## src/rtl/salu_pkg.sv

```systemverilog
package salu_pkg;
  localparam logic [2:0] OP_ADD = 3'd0;
  localparam logic [2:0] OP_SUB = 3'd1;
  localparam logic [2:0] OP_AND = 3'd2;
  localparam logic [2:0] OP_OR  = 3'd3;
  localparam logic [2:0] OP_XOR = 3'd4;

  localparam int FLG_Z = 0;
  localparam int FLG_C = 1;
  localparam int FLG_N = 2;
  localparam int FLG_V = 3;
  localparam int FLG_W = 4;

  function automatic logic op_is_logic(input logic [2:0] op);
    return (op == OP_AND) || (op == OP_OR) || (op == OP_XOR);
  endfunction
endpackage

```

## src/rtl/salu_lo_stage.sv

```systemverilog
module salu_lo_stage import salu_pkg::*; #(
  parameter int HW = 16
) (
  input  logic          clk,
  input  logic          rst,
  input  logic          in_valid,
  input  logic [2:0]    in_op,
  input  logic [HW-1:0] a_lo,
  input  logic [HW-1:0] b_lo,
  input  logic [HW-1:0] a_hi,
  input  logic [HW-1:0] b_hi,
  input  logic          fwd_a,
  input  logic          fwd_b,
  output logic          s1_valid,
  output logic [2:0]    s1_op,
  output logic [HW-1:0] s1_lo,
  output logic          s1_carry,
  output logic [HW-1:0] s1_a_hi,
  output logic [HW-1:0] s1_b_hi,
  output logic          s1_fwd_a,
  output logic          s1_fwd_b
);
  logic [HW-1:0] opa, opb, opb_x, res;
  logic [HW:0]   sum;
  logic          sub;

  always_comb begin
    // low-half bypass comes straight from this stage's own register
    opa   = fwd_a ? s1_lo : a_lo;
    opb   = fwd_b ? s1_lo : b_lo;
    sub   = (in_op == OP_SUB);
    opb_x = sub ? ~opb : opb;
    sum   = {1'b0, opa} + {1'b0, opb_x} + {{HW{1'b0}}, sub};
    case (in_op)
      OP_AND:  res = opa & opb;
      OP_OR:   res = opa | opb;
      OP_XOR:  res = opa ^ opb;
      default: res = sum[HW-1:0];
    endcase
  end

  always_ff @(posedge clk) begin
    if (rst) begin
      s1_valid <= 1'b0;
      s1_op    <= OP_ADD;
      s1_lo    <= '0;
      s1_carry <= 1'b0;
      s1_a_hi  <= '0;
      s1_b_hi  <= '0;
      s1_fwd_a <= 1'b0;
      s1_fwd_b <= 1'b0;
    end else begin
      s1_valid <= in_valid;
      s1_op    <= in_op;
      s1_lo    <= res;
      s1_carry <= op_is_logic(in_op) ? 1'b0 : sum[HW];
      s1_a_hi  <= a_hi;
      s1_b_hi  <= b_hi;
      s1_fwd_a <= fwd_a;
      s1_fwd_b <= fwd_b;
    end
  end
endmodule

```

## src/rtl/salu_hi_stage.sv

```systemverilog
module salu_hi_stage import salu_pkg::*; #(
  parameter int HW = 16
) (
  input  logic          clk,
  input  logic          rst,
  input  logic          s1_valid,
  input  logic [2:0]    s1_op,
  input  logic [HW-1:0] s1_lo,
  input  logic          s1_carry,
  input  logic [HW-1:0] s1_a_hi,
  input  logic [HW-1:0] s1_b_hi,
  input  logic          s1_fwd_a,
  input  logic          s1_fwd_b,
  output logic          s2_valid,
  output logic          s2_logic,
  output logic [HW-1:0] s2_lo,
  output logic [HW-1:0] s2_hi,
  output logic          s2_carry,
  output logic          s2_ovf
);
  logic [HW-1:0] opa, opb, opb_x, res;
  logic [HW:0]   sum;
  logic          sub, ovf;

  always_comb begin
    // high-half bypass: the producer sits one stage ahead, in this register
    opa   = s1_fwd_a ? s2_hi : s1_a_hi;
    opb   = s1_fwd_b ? s2_hi : s1_b_hi;
    sub   = (s1_op == OP_SUB);
    opb_x = sub ? ~opb : opb;
    sum   = {1'b0, opa} + {1'b0, opb_x} + {{HW{1'b0}}, s1_carry};
    ovf   = (opa[HW-1] == opb_x[HW-1]) && (sum[HW-1] != opa[HW-1]);
    case (s1_op)
      OP_AND:  res = opa & opb;
      OP_OR:   res = opa | opb;
      OP_XOR:  res = opa ^ opb;
      default: res = sum[HW-1:0];
    endcase
  end

  always_ff @(posedge clk) begin
    if (rst) begin
      s2_valid <= 1'b0;
      s2_logic <= 1'b0;
      s2_lo    <= '0;
      s2_hi    <= '0;
      s2_carry <= 1'b0;
      s2_ovf   <= 1'b0;
    end else begin
      s2_valid <= s1_valid;
      s2_logic <= op_is_logic(s1_op);
      s2_lo    <= s1_lo;
      s2_hi    <= res;
      s2_carry <= sum[HW];
      s2_ovf   <= ovf;
    end
  end
endmodule

```

## src/rtl/salu_flag_stage.sv

```systemverilog
module salu_flag_stage import salu_pkg::*; #(
  parameter int HW = 16
) (
  input  logic            clk,
  input  logic            rst,
  input  logic            s2_valid,
  input  logic            s2_logic,
  input  logic [HW-1:0]   s2_lo,
  input  logic [HW-1:0]   s2_hi,
  input  logic            s2_carry,
  input  logic            s2_ovf,
  output logic            s3_valid,
  output logic [2*HW-1:0] s3_result,
  output logic [FLG_W-1:0] s3_flags
);
  logic [FLG_W-1:0] flg;

  always_comb begin
    flg        = '0;
    flg[FLG_Z] = ({s2_hi, s2_lo} == '0);
    flg[FLG_N] = s2_hi[HW-1];
    flg[FLG_C] = s2_logic ? 1'b0 : s2_carry;
    flg[FLG_V] = s2_logic ? 1'b0 : s2_ovf;
  end

  always_ff @(posedge clk) begin
    if (rst) begin
      s3_valid  <= 1'b0;
      s3_result <= '0;
      s3_flags  <= '0;
    end else begin
      s3_valid  <= s2_valid;
      s3_result <= {s2_hi, s2_lo};
      s3_flags  <= flg;
    end
  end
endmodule

```

## src/rtl/staggered_alu.sv

```systemverilog
module staggered_alu import salu_pkg::*; #(
  parameter int DW = 32
) (
  input  logic          clk,
  input  logic          rst,
  input  logic          in_valid,
  input  logic [2:0]    in_op,
  input  logic [DW-1:0] in_a,
  input  logic [DW-1:0] in_b,
  input  logic          in_fwd_a,
  input  logic          in_fwd_b,
  output logic          lo_valid,
  output logic [DW/2-1:0] lo_res,
  output logic          hi_valid,
  output logic [DW/2-1:0] hi_res,
  output logic          out_valid,
  output logic [DW-1:0] out_result,
  output logic [3:0]    out_flags
);
  localparam int HW = DW / 2;

  logic          s1_valid, s1_carry, s1_fwd_a, s1_fwd_b;
  logic [2:0]    s1_op;
  logic [HW-1:0] s1_lo, s1_a_hi, s1_b_hi;
  logic          s2_valid, s2_logic, s2_carry, s2_ovf;
  logic [HW-1:0] s2_lo, s2_hi;

  salu_lo_stage #(.HW(HW)) lo_i (
    .clk(clk), .rst(rst), .in_valid(in_valid), .in_op(in_op),
    .a_lo(in_a[HW-1:0]), .b_lo(in_b[HW-1:0]),
    .a_hi(in_a[DW-1:HW]), .b_hi(in_b[DW-1:HW]),
    .fwd_a(in_fwd_a), .fwd_b(in_fwd_b),
    .s1_valid(s1_valid), .s1_op(s1_op), .s1_lo(s1_lo), .s1_carry(s1_carry),
    .s1_a_hi(s1_a_hi), .s1_b_hi(s1_b_hi), .s1_fwd_a(s1_fwd_a), .s1_fwd_b(s1_fwd_b)
  );

  salu_hi_stage #(.HW(HW)) hi_i (
    .clk(clk), .rst(rst), .s1_valid(s1_valid), .s1_op(s1_op), .s1_lo(s1_lo),
    .s1_carry(s1_carry), .s1_a_hi(s1_a_hi), .s1_b_hi(s1_b_hi),
    .s1_fwd_a(s1_fwd_a), .s1_fwd_b(s1_fwd_b),
    .s2_valid(s2_valid), .s2_logic(s2_logic), .s2_lo(s2_lo), .s2_hi(s2_hi),
    .s2_carry(s2_carry), .s2_ovf(s2_ovf)
  );

  salu_flag_stage #(.HW(HW)) flg_i (
    .clk(clk), .rst(rst), .s2_valid(s2_valid), .s2_logic(s2_logic),
    .s2_lo(s2_lo), .s2_hi(s2_hi), .s2_carry(s2_carry), .s2_ovf(s2_ovf),
    .s3_valid(out_valid), .s3_result(out_result), .s3_flags(out_flags)
  );

  assign lo_valid = s1_valid;
  assign lo_res   = s1_lo;
  assign hi_valid = s2_valid;
  assign hi_res   = s2_hi;
endmodule

```

## config.mk

```make
export PLATFORM = sky130hd
export DESIGN_NAME = staggered_alu
export DESIGN_NICKNAME = d
export VERILOG_FILES = /design/src/rtl/salu_pkg.sv /design/src/rtl/salu_lo_stage.sv /design/src/rtl/salu_hi_stage.sv /design/src/rtl/salu_flag_stage.sv /design/src/rtl/staggered_alu.sv
export SDC_FILE = /design/constraint.sdc
export NUM_CORES = 1
export LEC_CHECK = 0
export ABC_CLOCK_PERIOD_IN_PS = 3300
export BUFFER_PORTS_ARGS = -buffer_cell sky130_fd_sc_hd__buf_2
export CORE_AREA = 5 5 154 112
export CTS_CLUSTER_DIAMETER = 50
export DETAILED_ROUTE_END_ITERATION = 16
export DIE_AREA = 0 0 159 117
export PLACE_DENSITY_LB_ADDON = 0.08
export SYNTH_ARGS = -nofsm -noshare
export SYNTH_HDL_FRONTEND = slang
export SYNTH_SLANG_ARGS = --single-unit
export TNS_END_PERCENT = 10
```

## constraint.sdc

```tcl
create_clock -name clk -period 3.3 [get_ports clk]
set_input_delay 0.825 -clock clk [delete_from_list [all_inputs] [get_ports clk]]
set_output_delay 0.825 -clock clk [all_outputs]
set_load 0.05 [all_outputs]
```

# Word level (Yosys, flattened, before mapping)
# Cells that the tools add are included.
[classes]
add_sub_neg = 4
eq_ne = 10
mux = 8
bitwise = 8
reduce_logical = 8
[op_table]
columns = ["operator", "n"]
rows = [
  ["16-bit two-way mux", 6],
  ["16-bit one-hot mux with 3 select lines", 2],
  ["16-bit by 16-bit adder with 17-bit output", 2],
  ["17-bit by 1-bit adder with 17-bit output", 2],
  ["16-bit bitwise AND", 2],
  ["32-bit zero test", 1],
  ["16-bit NOT", 2],
  ["16-bit OR", 2],
  ["16-bit XOR", 2],
  ["3-bit by 2-bit == test with 1-bit output (second input constant)", 4],
  ["3-bit by 1-bit == test with 1-bit output (second input constant)", 2],
  ["3-bit == test (second input constant)", 2],
  ["1-bit logical OR", 4],
  ["2-bit OR reduction", 2],
  ["1-bit == test", 1],
  ["1-bit logical AND", 1],
  ["1-bit != test", 1],
]
[word_totals]
reg_bits = 128
inputBits = 72
out_inout_bits = 71
wordCells = 56

# Logic depth before layout (Yosys ltp)
# Gate-level depths: netlist (run 1).
[depth]
ltp_word = 7
ltp_mapped = 14
depth_no_buf = 12

# Cells and area by module
# A second synthesis (run 1) with hierarchy kept.
[hier_totals]
hier_cells = 900
area_unflattened_um2 = 8062.7
[by_module_without_submodules]
columns = ["mod", "n_inst", "cells_each", "area_each_um2", "seq_area_each_um2"]
rows = [
  ["salu_lo_stage", 1, 417, 3682.3, 1101.1],
  ["salu_hi_stage", 1, 396, 3326.9, 720.7],
  ["salu_flag_stage", 1, 87, 1053.5, 720.7],
]

# Worst setup path after synthesis (run 1)
# Ideal clock, no wire load.
[synth_timing]
path_type = "input -> register"
from = "in in_fwd_b"
to = "reg lo_i.s1_lo[14]"
setup_time_ps = 132
arrival_time_ps = 3412
t_required_ps = 3168
path_slack_ps = -244
stages = 12
path_buffers = 2
path_cell_list = "buf_6 > clkbuf_1 > mux2i_1 > xnor2_1 > ha_1 > nor2b_1 > o21a_1 > o21ai_1 > a211oi_1 > or4_1 > nand3b_1 > a21oi_1"
[synth_via]
elab_chain_cells = 6
word_cells_on_any_way = 9
cone_classes = "2 x add/sub; 3 x mux; 4 x bitwise"
[synth_lines]
columns = ["element", "line", "source"]
rows = [
  ["start: declaration", "staggered_alu.sv:11", "input logic in_fwd_b,"],
  ["16-bit two-way mux (*)", "salu_lo_stage.sv:30", "opb = fwd_b ? s1_lo : b_lo;"],
  ["16-bit NOT", "salu_lo_stage.sv:32", "opb_x = sub ? ~opb : opb;"],
  ["16-bit two-way mux", "salu_lo_stage.sv:32", ""],
  ["16-bit by 16-bit adder with 17-bit output", "salu_lo_stage.sv:33", "sum = {1'b0, opa} + {1'b0, opb_x} + {{HW{1'b0}}, sub};"],
  ["17-bit by 1-bit adder with 17-bit output", "salu_lo_stage.sv:33", ""],
  ["16-bit one-hot mux with 3 select lines (*)", "salu_lo_stage.sv:34", "case (in_op)"],
  ["end signal: assignment", "salu_lo_stage.sv:55", "s1_lo <= res;"],
  ["end: declaration", "salu_lo_stage.sv:16", "output logic [HW-1:0] s1_lo,"],
]
# Every way passes the cells marked *; elsewhere a longest branch is shown, timed or not.
# A chain may end at the register's enable or synchronous reset.

# Final worst setup path (run 1)
[layout_timing]
from = "reg lo_i.s1_fwd_b"
to = "reg hi_i.s2_hi[12]"
[layout_via]
elab_chain_cells = 6
word_cells_on_any_way = 9
cone_classes = "2 x add/sub; 3 x mux; 4 x bitwise"
[layout_lines]
columns = ["element", "line", "source"]
rows = [
  ["start: declaration", "salu_lo_stage.sv:21", "output logic s1_fwd_b"],
  ["start signal: assignment", "salu_lo_stage.sv:60", "s1_fwd_b <= fwd_b;"],
  ["16-bit two-way mux (*)", "salu_hi_stage.sv:28", "opb = s1_fwd_b ? s2_hi : s1_b_hi;"],
  ["16-bit NOT", "salu_hi_stage.sv:30", "opb_x = sub ? ~opb : opb;"],
  ["16-bit two-way mux", "salu_hi_stage.sv:30", ""],
  ["16-bit by 16-bit adder with 17-bit output", "salu_hi_stage.sv:31", "sum = {1'b0, opa} + {1'b0, opb_x} + {{HW{1'b0}}, s1_carry};"],
  ["17-bit by 1-bit adder with 17-bit output", "salu_hi_stage.sv:31", ""],
  ["16-bit one-hot mux with 3 select lines (*)", "salu_hi_stage.sv:33", "case (s1_op)"],
  ["end signal: assignment", "salu_hi_stage.sv:53", "s2_hi <= res;"],
  ["end: declaration", "salu_hi_stage.sv:17", "output logic [HW-1:0] s2_hi,"],
]
# Marked as above.

==> reports/qor.csv, run 1 <==
stage,metric,value,unit
synthesis,Synth Register Bits,127,
route,routed wire length per instance,17.1,um
critical_path,CP max FO,2,
sta,final worst-path cycle share,97.6,%
critical_path,critical path arrival,3.54,ns
power,Net Switching,2520,uW
clocking,Clock Tree Root,clkbuf_16,
route,1st-iter DRT viols,371,
route,number of remaining DRC errors,0,
route,Vias per Instance,5.24,
synthesis,Mapped Nets,1005,
global_route,pin count of the biggest net entering global routing,48,
clocking,CTS Hold Bufs,0,
critical_path,worst setup path class,reg -> reg,
synthesis,post-synthesis cell count,836,
power,Pint,3990,uW
place,PortBufs,142,
global_route,vias in the first global route,6171,
layout,share of layout cells above drive strength 1,26.3,%
sta,Final Critical Period,3.22,ns
clocking,CTS HTree Levels,4,
floorplan,Initial Utilization,49.2,%
place,pre-CTS WS,-0.0865,ns
critical_path,CP Launch Type,flip-flop,
outcome,status,"finished, final reports clean",
floorplan,Die ar.,18600,um^2
layout,final net count,1190,
clocking,CTS clock-pin slew for the worst setup and hold paths,0.06,ns
sta,Least-Margin Pin Slew,0.810,ns
global_route,total gr overflow,0,
hold_path,worst min-delay path startpoint,hi_i.s2_logic,
clocking,Skew-Pair Late Insertion Delay,0.41,ns
critical_path,Setup crit end kind,flip-flop,
place,final RePlAce weighted congestion,0.966,
route,First-pass DRT Iterations,5,
global_route,Overall Global Routing Usage,22.6,%
global_route,first-pass GRT wire length,33.6,mm
sta,final slew viol count,0,
layout,Antenna diodes,0,
sta,Fmax,310,MHz
route,post-route ant nets,0,
floorplan,row cnt,39,
critical_path,CP Launch Point,lo_i.s1_fwd_b,
power,switching part of the total,38.7,%
synthesis,Synth warnings,0,
synthesis,"Avg Cell Area, Syn",9.28,um^2
sta,Slew HR,45.5,%
synthesis,Yosys cell types,66,
floorplan,width of the die,159,um
power,Flop pwr share,29.5,%
power,Leakage,0.00474,uW
critical_path,CP Data Required Time,3.62,ns
sta,Final WS setup,0.0781,ns
synthesis,"Seq/Total Area, Yosys",32.8,%
power,clock share of power,29.8,%
power,P per Cell Area,670,nW/um^2
clocking,Max clock buf depth,2,
clocking,CTS tree,yes,
place,Final HPWL DP,15.9,mm
critical_path,reg2reg start,lo_i.s1_fwd_b,
global_route,initial antenna violation count,0,
route,vias,6493,
floorplan,die height,117,um
power,Logic pwr share,40.7,%
synthesis,asr flop ratio synth,0,%
synthesis,most common flop cell mapped by yosys,dfxtp_1,
power,Worst VDD drop,0.000379,V
synthesis,Netlist Area Pre-Place,7760,um^2
clocking,cts bufs inserted,17,
sta,clk_skew,0.0104,ns
flow_run,MaxCap Viol Count,0,
sta,count of final hold-check violations,0,
power,total power,6500,uW
route,final WL,21.1,mm
sta,unrepaired setup endpoints after global routing,yes,
floorplan,I/O pins,143,
synthesis,Post-synth EDFFs,0,
sta,Final setup viols,0,
layout,"Area growth, synth to finish",25.2,%
floorplan,Core ar.,15800,um^2
clocking,clk sinks,127,
hold_path,Hold Crit Class,reg -> reg,
[routing by layer]
layer  routed length [um]  vias up  global-route usage, %
li1                     -     3256                      -
met1                11300     3045                   34.5
met2                 8570      175                   33.0
met3                 1080       17                   4.83
met4                  200        0                   4.66
met5                    0        -                      0
[power groups by stage]
stage	Sequential, uW	Combinational (uW)	Clock (uW)
after detailed placement	1950	2610	0
final	1920	2650	1940
after floorplan	2350	1400	0
after CTS	1920	2630	1980
after global routing	1940	2880	2060
after global placement	1950	2590	0
[layout make-up]
type                    instances  area, um^2
well taps                     205         256
repair buffers                207        1230
clock inverters                14         180
clock buffers                  17         425
inverters                      76         285
fillers                      1428        6050
flip-flops and latches        127        2540
multi-input cells             592        4790
[cell usage in the layout, fill, tap and decap left out, types with 3 or more instances in the layout]
| cell type | n |
|---|---|
| mux2i_2 | 5 |
| and2_1 | 3 |
| nor3_1 | 11 |
| o21ai_1 | 10 |
| nand2_1 | 18 |
| o22ai_1 | 22 |
| a21oi_1 | 44 |
| o21ai_0 | 8 |
| o21bai_1 | 3 |
| mux2_1 | 10 |
| nor2b_1 | 95 |
| inv_6 | 6 |
| bufinv_16 | 3 |
| nor2_1 | 38 |
| clkbuf_16 | 17 |
| a211oi_1 | 17 |
| a22oi_1 | 6 |
| nand4_1 | 4 |
| nor4_1 | 7 |
| xor2_1 | 11 |
| dfxtp_1 | 127 |
| nand2b_1 | 8 |
| mux2i_1 | 41 |
| inv_1 | 74 |
| mux2_2 | 11 |
| a21boi_1 | 4 |
| and3_1 | 4 |
| o22a_1 | 7 |
| ha_1 | 94 |
| buf_2 | 141 |
| o21a_1 | 8 |
| a221oi_1 | 9 |
| a21o_1 | 6 |
| buf_4 | 63 |
| xnor2_1 | 43 |
[sequential cells by signal, indices dropped and copies added (netlist names), 3 cells and up]
signal           cells
lo_i.s1_op           3
flg_i.s3_flags       4
lo_i.s1_b_hi        16
flg_i.s3_result     31
lo_i.s1_a_hi        16
hi_i.s2_hi          16
lo_i.s1_lo          16
hi_i.s2_lo          16
[worst max-delay path, cell delays in order, from the launching register on]
cell and delay, ns:
dfxtp_1 0.41, mux2i_2 0.31, xor2_1 0.22, fa_2 0.26
inv_1 0.06, fa_1 0.44, a211oi_1 0.25, o21bai_1 0.14
a211o_1 0.35, nor3_2 0.19, nor2_1 0.10, xnor2_1 0.14
a211oi_1 0.26
[cells by family (layout without fill, tap and decap cells)]
| group | Yosys count | count (layout) | synth area share [%] |
|---|---|---|---|
| DFF | 127 | 127 | 32.8 |
| muxes | 69 | 69 | 9.52 |
| xor gates and xnor gates | 54 | 54 | 6.10 |
| and+or+nand+nor | 204 | 204 | 14.7 |
| adders and majority gates | 97 | 97 | 15.9 |
| AOI/OAI and AO/OA | 168 | 168 | 14.9 |
| buffers and inverters | 117 | 314 | 6.00 |
[final timing paths]
check	end	slack (ns)	depth (start not counted)
setup / recovery	hi_i.s2_hi[12]	0.08	12
hold / removal	flg_i.s3_flags[3]	0.42	1
setup reg to reg	hi_i.s2_hi[12]	0.08	12
hold reg to reg	flg_i.s3_flags[3]	0.42	1
[synth_stat cells (4+ instances only)]
| cell | number | share of area [%] |
|---|---|---|
| xor2_1 | 11 | 1.2 |
| o22ai_1 | 22 | 1.8 |
| nor4_1 | 7 | 0.56 |
| o21ai_0 | 8 | 0.52 |
| dfxtp_1 | 127 | 33 |
| a21o_1 | 6 | 0.58 |
| nand2b_1 | 8 | 0.65 |
| xnor2_1 | 43 | 4.9 |
| nand4_1 | 4 | 0.32 |
| o21a_1 | 8 | 0.77 |
| a21oi_1 | 45 | 2.9 |
| nor3_1 | 12 | 0.77 |
| a22oi_1 | 6 | 0.58 |
| clkbuf_1 | 31 | 1.5 |
| nor2b_1 | 95 | 7.7 |
| a221oi_1 | 9 | 1.0 |
| ha_1 | 94 | 15 |
| nand2_1 | 18 | 0.87 |
| nor2_1 | 38 | 1.8 |
| and3_1 | 4 | 0.32 |
| mux2i_1 | 45 | 5.8 |
| mux2_1 | 10 | 1.5 |
| a21boi_1 | 4 | 0.39 |
| inv_1 | 74 | 3.6 |
| o21ai_1 | 10 | 0.65 |
| o22a_1 | 7 | 0.79 |
| mux2_2 | 11 | 1.6 |
| a211oi_1 | 17 | 1.6 |
[stage by stage]
step	hold slack, ns	instance area [um^2]	cells	utilization [%]	setup TNS (ns)
floorplan	0.399	7760	836	-	-0.0912
global placement	0.413	9060	1206	57.5	-0.113
detailed placement	0.418	9060	1206	57.5	-0.206
CTS	0.427	9670	1237	61.3	0
global route	0.440	9710	1238	61.6	-0.150
finish	0.421	9710	1238	61.6	0
[repair_timing]
action	4_1_cts	5_1_grt
gates resized for setup	0	9
buffers inserted	0	1
setup endpoints to repair	0	7
Note: power is estimated with default switching activity, not from simulation.
==> run 2, diff against run 1 <==
ABC_AREA = 1   (was default)
CORE_AREA = 5 5 156 113   (was 5 5 154 112)
DIE_AREA = 0 0 161 118   (was 0 0 159 117)
==> run 2 against run 1 <==
Effect of this change:
- first-iteration DRC count increased by 51%
- via count rose by 15%
- flip-flop and latch count unchanged
- maximum frequency increased by 11%
- critical path type is now in -> reg
- critical endpoint is now lo_i.s1_lo[12]
- highest routed layer is now met5
==> reports/qor.csv, run 2 <==
stage,metric,value,unit,change
outcome,status,"finished, final reports clean",,
critical_path,Setup crit end kind,flip-flop,,
clocking,Max clock buf depth,2,,unchanged
floorplan,die height,118,um,+0.85%
synthesis,Post-synth EDFFs,0,,unchanged
power,Flop pwr share,31.8,%,+2.3 points
global_route,vias in the first global route,6994,,+13%
global_route,Overall Global Routing Usage,23.5,%,+0.86 points
power,clock share of power,35.8,%,+6.0 points
global_route,initial antenna violation count,3,,+3
clocking,CTS tree,yes,,
place,PortBufs,142,,unchanged
floorplan,I/O pins,143,,unchanged
clocking,CTS clock-pin slew for the worst setup and hold paths,0.06,ns,about the same
critical_path,CP Launch Point,in_fwd_b,,
place,final RePlAce weighted congestion,0.915,,-5.3%
route,First-pass DRT Iterations,6,,+1
floorplan,Die ar.,19000,um^2,+2.1%
clocking,Clock Tree Root,clkbuf_16,,
synthesis,largest cells by area after synthesis,"dfxtp_1 31%, ha_1 15%, inv_1 12%",,
sta,Hold WS,0.422,ns,+0.00155 ns
sta,Least-Margin Pin Slew,0.852,ns,+0.0419 ns
flow_run,MaxCap Viol Count,0,,unchanged
synthesis,share of the synthesized area in the top cell type,31.4,%,-1.4 points
sta,Fmax,344,MHz,+11%
sta,unrepaired setup endpoints after global routing,no,,
layout,most frequent cells in the layout,"267 x inv_1, 198 x nand2_1, 141 x buf_2",,
power,switching part of the total,38.7,%,about the same
layout,Antenna diodes,0,,unchanged
synthesis,Synth Register Bits,127,,unchanged
floorplan,row cnt,39,,unchanged
layout,Largest register FFs,31,,unchanged
synthesis,Mapped Nets,1333,,+33%
global_route,pin count of the biggest net entering global routing,36,,-25%
sta,setup TNS,0,ns,unchanged
power,Logic pwr share,32.5,%,-8.2 points
floorplan,width of the die,161,um,+1.3%
clocking,"Gates resized, CTS repair",0,,unchanged
synthesis,cell taking the most area after synthesis,dfxtp_1,,
synthesis,"Seq/Total Area, Yosys",31.4,%,-1.4 points
critical_path,critical path arrival,3.23,ns,-0.31 ns
power,Net Switching,2220,uW,-12%
sta,clk_skew,0.0102,ns,-0.000234 ns
route,number of remaining DRC errors,0,,unchanged
sta,Final setup viols,0,,unchanged
sta,count of final hold-check violations,0,,unchanged
clocking,clk sinks,127,,unchanged
clocking,CTS Hold Bufs,0,,unchanged
synthesis,most common cell in the netlist,inv_1,,
critical_path,worst setup path class,in -> reg,,
global_route,first-pass GRT wire length,35.8,mm,+6.5%
synthesis,most common flop cell mapped by yosys,dfxtp_1,,
synthesis,Yosys cell types,41,,-38%
clocking,CTS HTree Levels,4,,unchanged
route,vias,7481,,+15%
clocking,post-CTS setup buffer count,0,,unchanged
route,final WL,22.3,mm,+5.5%
synthesis,post-synthesis cell count,1164,,+39%
sta,Final Critical Period,2.91,ns,-0.317 ns
layout,"Area growth, synth to finish",19.9,%,
layout,share of layout cells above drive strength 1,16.7,%,-9.7 points
sta,final worst-path cycle share,88.0,%,-9.6 points
synthesis,asr flop ratio synth,0,%,unchanged
route,routed wire length per instance,14.6,um,-15%
route,1st-iter DRT viols,559,,+51%
sta,Slew HR,42.7,%,-2.8 points
power,Pint,3510,uW,-12%
critical_path,CP max FO,22,,+20
synthesis,Synth warnings,0,,unchanged
power,Leakage,0.00526,uW,+11%
floorplan,Core ar.,16000,um^2,+1.5%
synthesis,Netlist Area Pre-Place,8090,um^2,+4.3%
clocking,cts bufs inserted,17,,unchanged
power,Worst VDD drop,0.000379,V,-0.13%
sta,final slew viol count,0,,unchanged
layout,"commonest non-fill, non-tap cell in the layout",inv_1,,
hold_path,Hold Crit Class,reg -> reg,,
critical_path,CP Launch Type,input pin,,
power,P per Cell Area,590,nW/um^2,-12%
critical_path,CP Data Required Time,3.62,ns,about the same
place,Final HPWL DP,16.5,mm,+3.8%
route,Vias per Instance,4.89,,-6.8%
route,post-route ant nets,0,,unchanged
global_route,total gr overflow,0,,unchanged
synthesis,Post-synth top cells,"267 x inv_1, 198 x nand2_1, 136 x nor2_1, 127 x dfxtp_1, 94 x ha_1",,
floorplan,Initial Utilization,50.6,%,+1.3 points
synthesis,"Avg Cell Area, Syn",6.95,um^2,-25%
layout,Largest Register,flg_i.s3_result,,
clocking,Skew-Pair Late Insertion Delay,0.43,ns,+0.02 ns
critical_path,reg2reg start,lo_i.s1_fwd_b,,
hold_path,worst min-delay path startpoint,hi_i.s2_logic,,
layout,final net count,1481,,+24%
run 2: changes by cell type after synthesis, moves of 45 or more:
cell,change
nor2b_1,-95
nor2_1,+98
inv_1,+193
mux2i_1,-45
nand2_1,+180
o21ai_0,+75
run 2: path summary, 6_finish.rpt:
| check | endpoint | slack [ns] | cells past startpoint |
|---|---|---|---|
| worst max-delay path | lo_i.s1_lo[12] | 0.39 | 18 |
| worst max register to register | hi_i.s2_hi[12] | 0.41 | 19 |
| worst min register to register | flg_i.s3_flags[3] | 0.42 | 1 |
| worst min-delay path | flg_i.s3_flags[3] | 0.42 | 1 |
run 2: metal layers:
metal | up-vias | wire (um) | track usage, %
met5 | - | 19 | 0
met1 | 3311 | 12100 | 37.2
li1 | 3899 | - | -
met4 | 4 | 272 | 6.02
met3 | 23 | 1780 | 6.34
met2 | 244 | 8060 | 30.7
run 2: area by class of cell:
| type | count | area, um^2 |
|---|---|---|
| Inverter | 271 | 1020 |
| Tap cell | 205 | 256 |
| Sequential cell | 127 | 2540 |
| Clock inverter | 14 | 195 |
| Timing Repair Buffer | 166 | 893 |
| Multi-Input combinational cell | 729 | 4370 |
| Fill cell | 1538 | 6300 |
| Clock buffer | 18 | 429 |
run 2: cell families (layout without fill, tap and decap cells):
| group | after synthesis | after routing | share of synthesized area (%) |
|---|---|---|---|
| buffers and inverters | 308 | 469 | 14.6 |
| flip-flops | 127 | 127 | 31.4 |
| AND/OR/NAND/NOR | 410 | 410 | 21.2 |
| AO/OA/AOI/OAI | 182 | 182 | 13.2 |
| XOR/XNOR | 40 | 40 | 4.33 |
| adder cells (fa/ha/maj) | 97 | 97 | 15.3 |
run 2: power groups by stage:
stage | registers [uW] | clock network (uW) | logic (uW)
final | 1820 | 2050 | 1860
after global routing | 1840 | 2140 | 2080
after CTS | 1820 | 2070 | 1850
after detailed placement | 1850 | 0 | 1840
after global placement | 1850 | 0 | 1830
after floorplan | 2160 | 0 | 1030
run 2: metrics by stage:
| stage | setup slack [ns] | power, uW | utilization [%] | instance area [um^2] | instances |
|---|---|---|---|---|---|
| final | 0.395 | 5720 | 60.6 | 9710 | 1530 |
| after global routing | 0.160 | 6060 | 60.6 | 9710 | 1530 |
| after CTS | 0.439 | 5740 | 60.6 | 9710 | 1530 |
| after detailed placement | 0.0266 | 3680 | 56.7 | 9080 | 1498 |
| after global placement | 0.102 | 3670 | 56.7 | 9080 | 1498 |
| after floorplan | 0.403 | 3190 | - | 8090 | 1164 |
run 2: critical path, cell delays in order:
cell,delay (ns)
buf_2,0.36
nand2_1,0.10
o21ai_1,0.17
xor2_1,0.22
inv_1,0.07
fa_1,0.40
inv_1,0.07
nand3_1,0.06
nand2_1,0.11
inv_1,0.05
nor2_1,0.09
nor2_1,0.09
o21bai_1,0.22
nand2_1,0.13
nand4_1,0.09
nand3_1,0.08
nand2_1,0.06
inv_1,0.04
==> run 3, diff against run 2 <==
CORE_AREA = 5 5 158 115   (was 5 5 156 113)
DIE_AREA = 0 0 163 120   (was 0 0 161 118)
SYNTH_HIERARCHICAL = 1   (was default)
==> run 3 against run 2 <==
Effect of this change:
- flip-flop and latch count unchanged
- count of clock-buffer cells in the layout down 1
- combinational power up 16%
==> reports/qor.csv, run 3 <==
stage,metric,value,unit,change
synthesis,Post-synth top cells,"275 x inv_1, 238 x nand2_1, 155 x nor2_1, 127 x dfxtp_1, 96 x ha_1",,
clocking,"Gates resized, CTS repair",0,,unchanged
critical_path,CP Data Required Time,3.67,ns,+0.05 ns
critical_path,worst setup path class,in -> reg,,
layout,Largest register FFs,32,,+3.2%
clocking,Skew-Pair Late Insertion Delay,0.42,ns,about the same
sta,setup TNS,0,ns,unchanged
synthesis,most common flop cell mapped by yosys,dfxtp_1,,
outcome,status,"finished, final reports clean",,
global_route,vias in the first global route,7013,,+0.27%
global_route,initial antenna violation count,1,,-2
sta,Final setup viols,0,,unchanged
floorplan,width of the die,163,um,+1.2%
power,Leakage,0.00550,uW,+4.5%
clocking,post-CTS setup buffer count,0,,unchanged
global_route,first-pass GRT wire length,37.1,mm,+3.8%
critical_path,CP Launch Type,input pin,,
layout,Largest Register,flg_i/s3_result,,
sta,final slew viol count,0,,unchanged
critical_path,critical path arrival,3.25,ns,+0.02 ns
sta,Fmax,347,MHz,+0.73%
synthesis,Synth Register Bits,127,,unchanged
clocking,cts bufs inserted,17,,unchanged
synthesis,Mapped Nets,1401,,+5.1%
layout,Finished Layout Cells,1612,,+5.4%
clocking,clk sinks,127,,unchanged
critical_path,flop-to-flop setup slack,0.70,ns,+0.29 ns
route,1st-iter DRT viols,642,,+15%
sta,Final Critical Period,2.88,ns,-0.0211 ns
layout,most frequent cells in the layout,"275 x inv_1, 238 x nand2_1, 155 x nor2_1",,
clocking,CTS clock-pin slew for the worst setup and hold paths,0.06,ns,about the same
floorplan,Core ar.,16600,um^2,+3.8%
route,routed wire length per instance,14.4,um,-1.2%
route,First-pass DRT Iterations,5,,-1
synthesis,Yosys cell types,43,,+4.9%
critical_path,Setup crit end kind,flip-flop,,
global_route,pin count of the biggest net entering global routing,59,,+64%
floorplan,Initial Utilization,50.6,%,about the same
clocking,Max clock buf depth,2,,unchanged
floorplan,Die ar.,19600,um^2,+3.0%
flow_run,MaxCap Viol Count,0,,unchanged
synthesis,Post-synth EDFFs,0,,unchanged
global_route,Overall Global Routing Usage,23.9,%,+0.41 points
power,Worst VDD drop,0.000389,V,+2.6%
route,vias,7630,,+2.0%
sta,count of final hold-check violations,0,,unchanged
sta,clk_skew,0.0103,ns,+0.000128 ns
synthesis,cell taking the most area after synthesis,dfxtp_1,,
sta,final worst-path cycle share,87.4,%,-0.64 points
clocking,CTS HTree Levels,4,,unchanged
hold_path,hold depth,2,,+1
synthesis,asr flop ratio synth,0,%,unchanged
route,Vias per Instance,4.73,,-3.2%
place,PortBufs,142,,unchanged
layout,"commonest non-fill, non-tap cell in the layout",inv_1,,
synthesis,most common cell in the netlist,inv_1,,
floorplan,I/O pins,143,,unchanged
clocking,CTS Hold Bufs,0,,unchanged
route,post-route ant nets,0,,unchanged
synthesis,"Seq/Total Area, Yosys",30.3,%,-1.2 points
layout,Final Util,60.1,%,-0.51 points
floorplan,row cnt,40,,+2.6%
sta,Slew HR,42.9,%,+0.23 points
synthesis,share of the synthesized area in the top cell type,30.3,%,-1.2 points
layout,share of layout cells above drive strength 1,16.8,%,+0.12 points
power,P per Cell Area,612,nW/um^2,+3.8%
hold_path,Hold Crit Class,reg -> reg,,
sta,Least-Margin Pin Slew,0.854,ns,+0.00205 ns
route,final WL,23.2,mm,+4.1%
synthesis,Netlist Area Pre-Place,8400,um^2,+3.9%
clocking,CTS tree,yes,,
critical_path,FF-to-FF path depth,14,,-5
power,total power,6120,uW,+6.9%
layout,"Area growth, synth to finish",18.9,%,
route,number of remaining DRC errors,0,,unchanged
global_route,total gr overflow,0,,unchanged
floorplan,die height,120,um,+1.7%
place,Final HPWL DP,17.6,mm,+6.4%
critical_path,CP max FO,14,,-36%
sta,unrepaired setup endpoints after global routing,no,,
layout,final net count,1539,,+3.9%
synthesis,largest cells by area after synthesis,"dfxtp_1 30%, ha_1 14%, inv_1 12%",,
layout,Antenna diodes,0,,unchanged
place,final RePlAce weighted congestion,0.964,,+5.4%
clocking,Clock Tree Root,clkbuf_16,,
synthesis,Synth warnings,6,,+6
place,placed cells,1580,,+5.5%
synthesis,post-synthesis cell count,1230,,+5.7%
synthesis,"Avg Cell Area, Syn",6.83,um^2,-1.7%
==> run 3: cell count changes after synthesis, moves of 12 or more <==
cell | before | now
nand2_1 | 198 | 238
nor2_1 | 136 | 155
o21ai_0 | 83 | 64
o21ai_1 | 3 | 16
xnor2_1 | 19 | 31
xor2_1 | 21 | 7
==> run 3: where the power goes <==
part | total, uW | leakage [uW] | internal, uW | switching, uW
sequential | 1850 | 0.00105 | 1700 | 146
clock | 2120 | 0.000319 | 1350 | 764
combinational | 2150 | 0.00413 | 687 | 1460
total | 6120 | 0.00550 | 3740 | 2370
==> run 3: worst max-delay path, stage by stage <==
cell and delay, ns:
buf_2 0.25, nand2_1 0.09, o21ai_1 0.18, xnor2_1 0.19
inv_1 0.09, fa_1 0.44, nand3b_1 0.20, nand2_1 0.11
a21oi_1 0.14, o21bai_1 0.25, nand2_1 0.15, a21o_1 0.18
nand3_1 0.06, nand2_1 0.05, inv_1 0.04
==> run 3: metal layers <==
| layer | global-route usage [%] | routed length, um | part of all wire [%] | vias up |
|---|---|---|---|---|
| met3 | 5.29 | 1700 | 7.3 | 17 |
| li1 | - | - | - | 4026 |
| met2 | 30.8 | 8410 | 36 | 245 |
| met5 | 0 | 8 | 0.034 | - |
| met4 | 5.71 | 195 | 0.84 | 2 |
| met1 | 39.1 | 12900 | 56 | 3340 |
==> run 3: area by class of cell <==
cell class,instances,area (um^2)
fillers,1622,6630
multi-input cells,787,4630
flip-flops and latches,127,2540
inverters,280,1050
repair buffers,155,823
clock buffers,17,425
well taps,231,289
clock inverters,15,233
==> run 3: path summary, 6_finish.rpt <==
path | startpoint | to
setup / recovery | in_fwd_b | lo_i/s1_lo[12]
setup reg to reg | lo_i/s1_lo[1] | lo_i/s1_lo[12]
hold reg to reg | hi_i/s2_lo[5] | flg_i/s3_result[5]
hold / removal | hi_i/s2_lo[5] | flg_i/s3_result[5]
==> run 3: cell families after synthesis <==
logic type | Yosys count | share of synthesized area, %
and+or+nand+nor | 479 | 24.3
buffers and inverters | 316 | 14.7
AOI/OAI and AO/OA | 171 | 11.8
DFF | 127 | 30.3
adders and majority gates | 99 | 15.0
xor gates and xnor gates | 38 | 3.96
==> run 3: through the flow <==
step                instance area [um^2]  hold WS (ns)  setup slack (ns)
CTS                                 9990         0.418             0.508
finish                              9990         0.414             0.416
global route                        9990         0.436             0.145
detailed placement                  9330         0.413            0.0978
floorplan                           8400         0.398             0.476
global placement                    9330         0.410             0.180
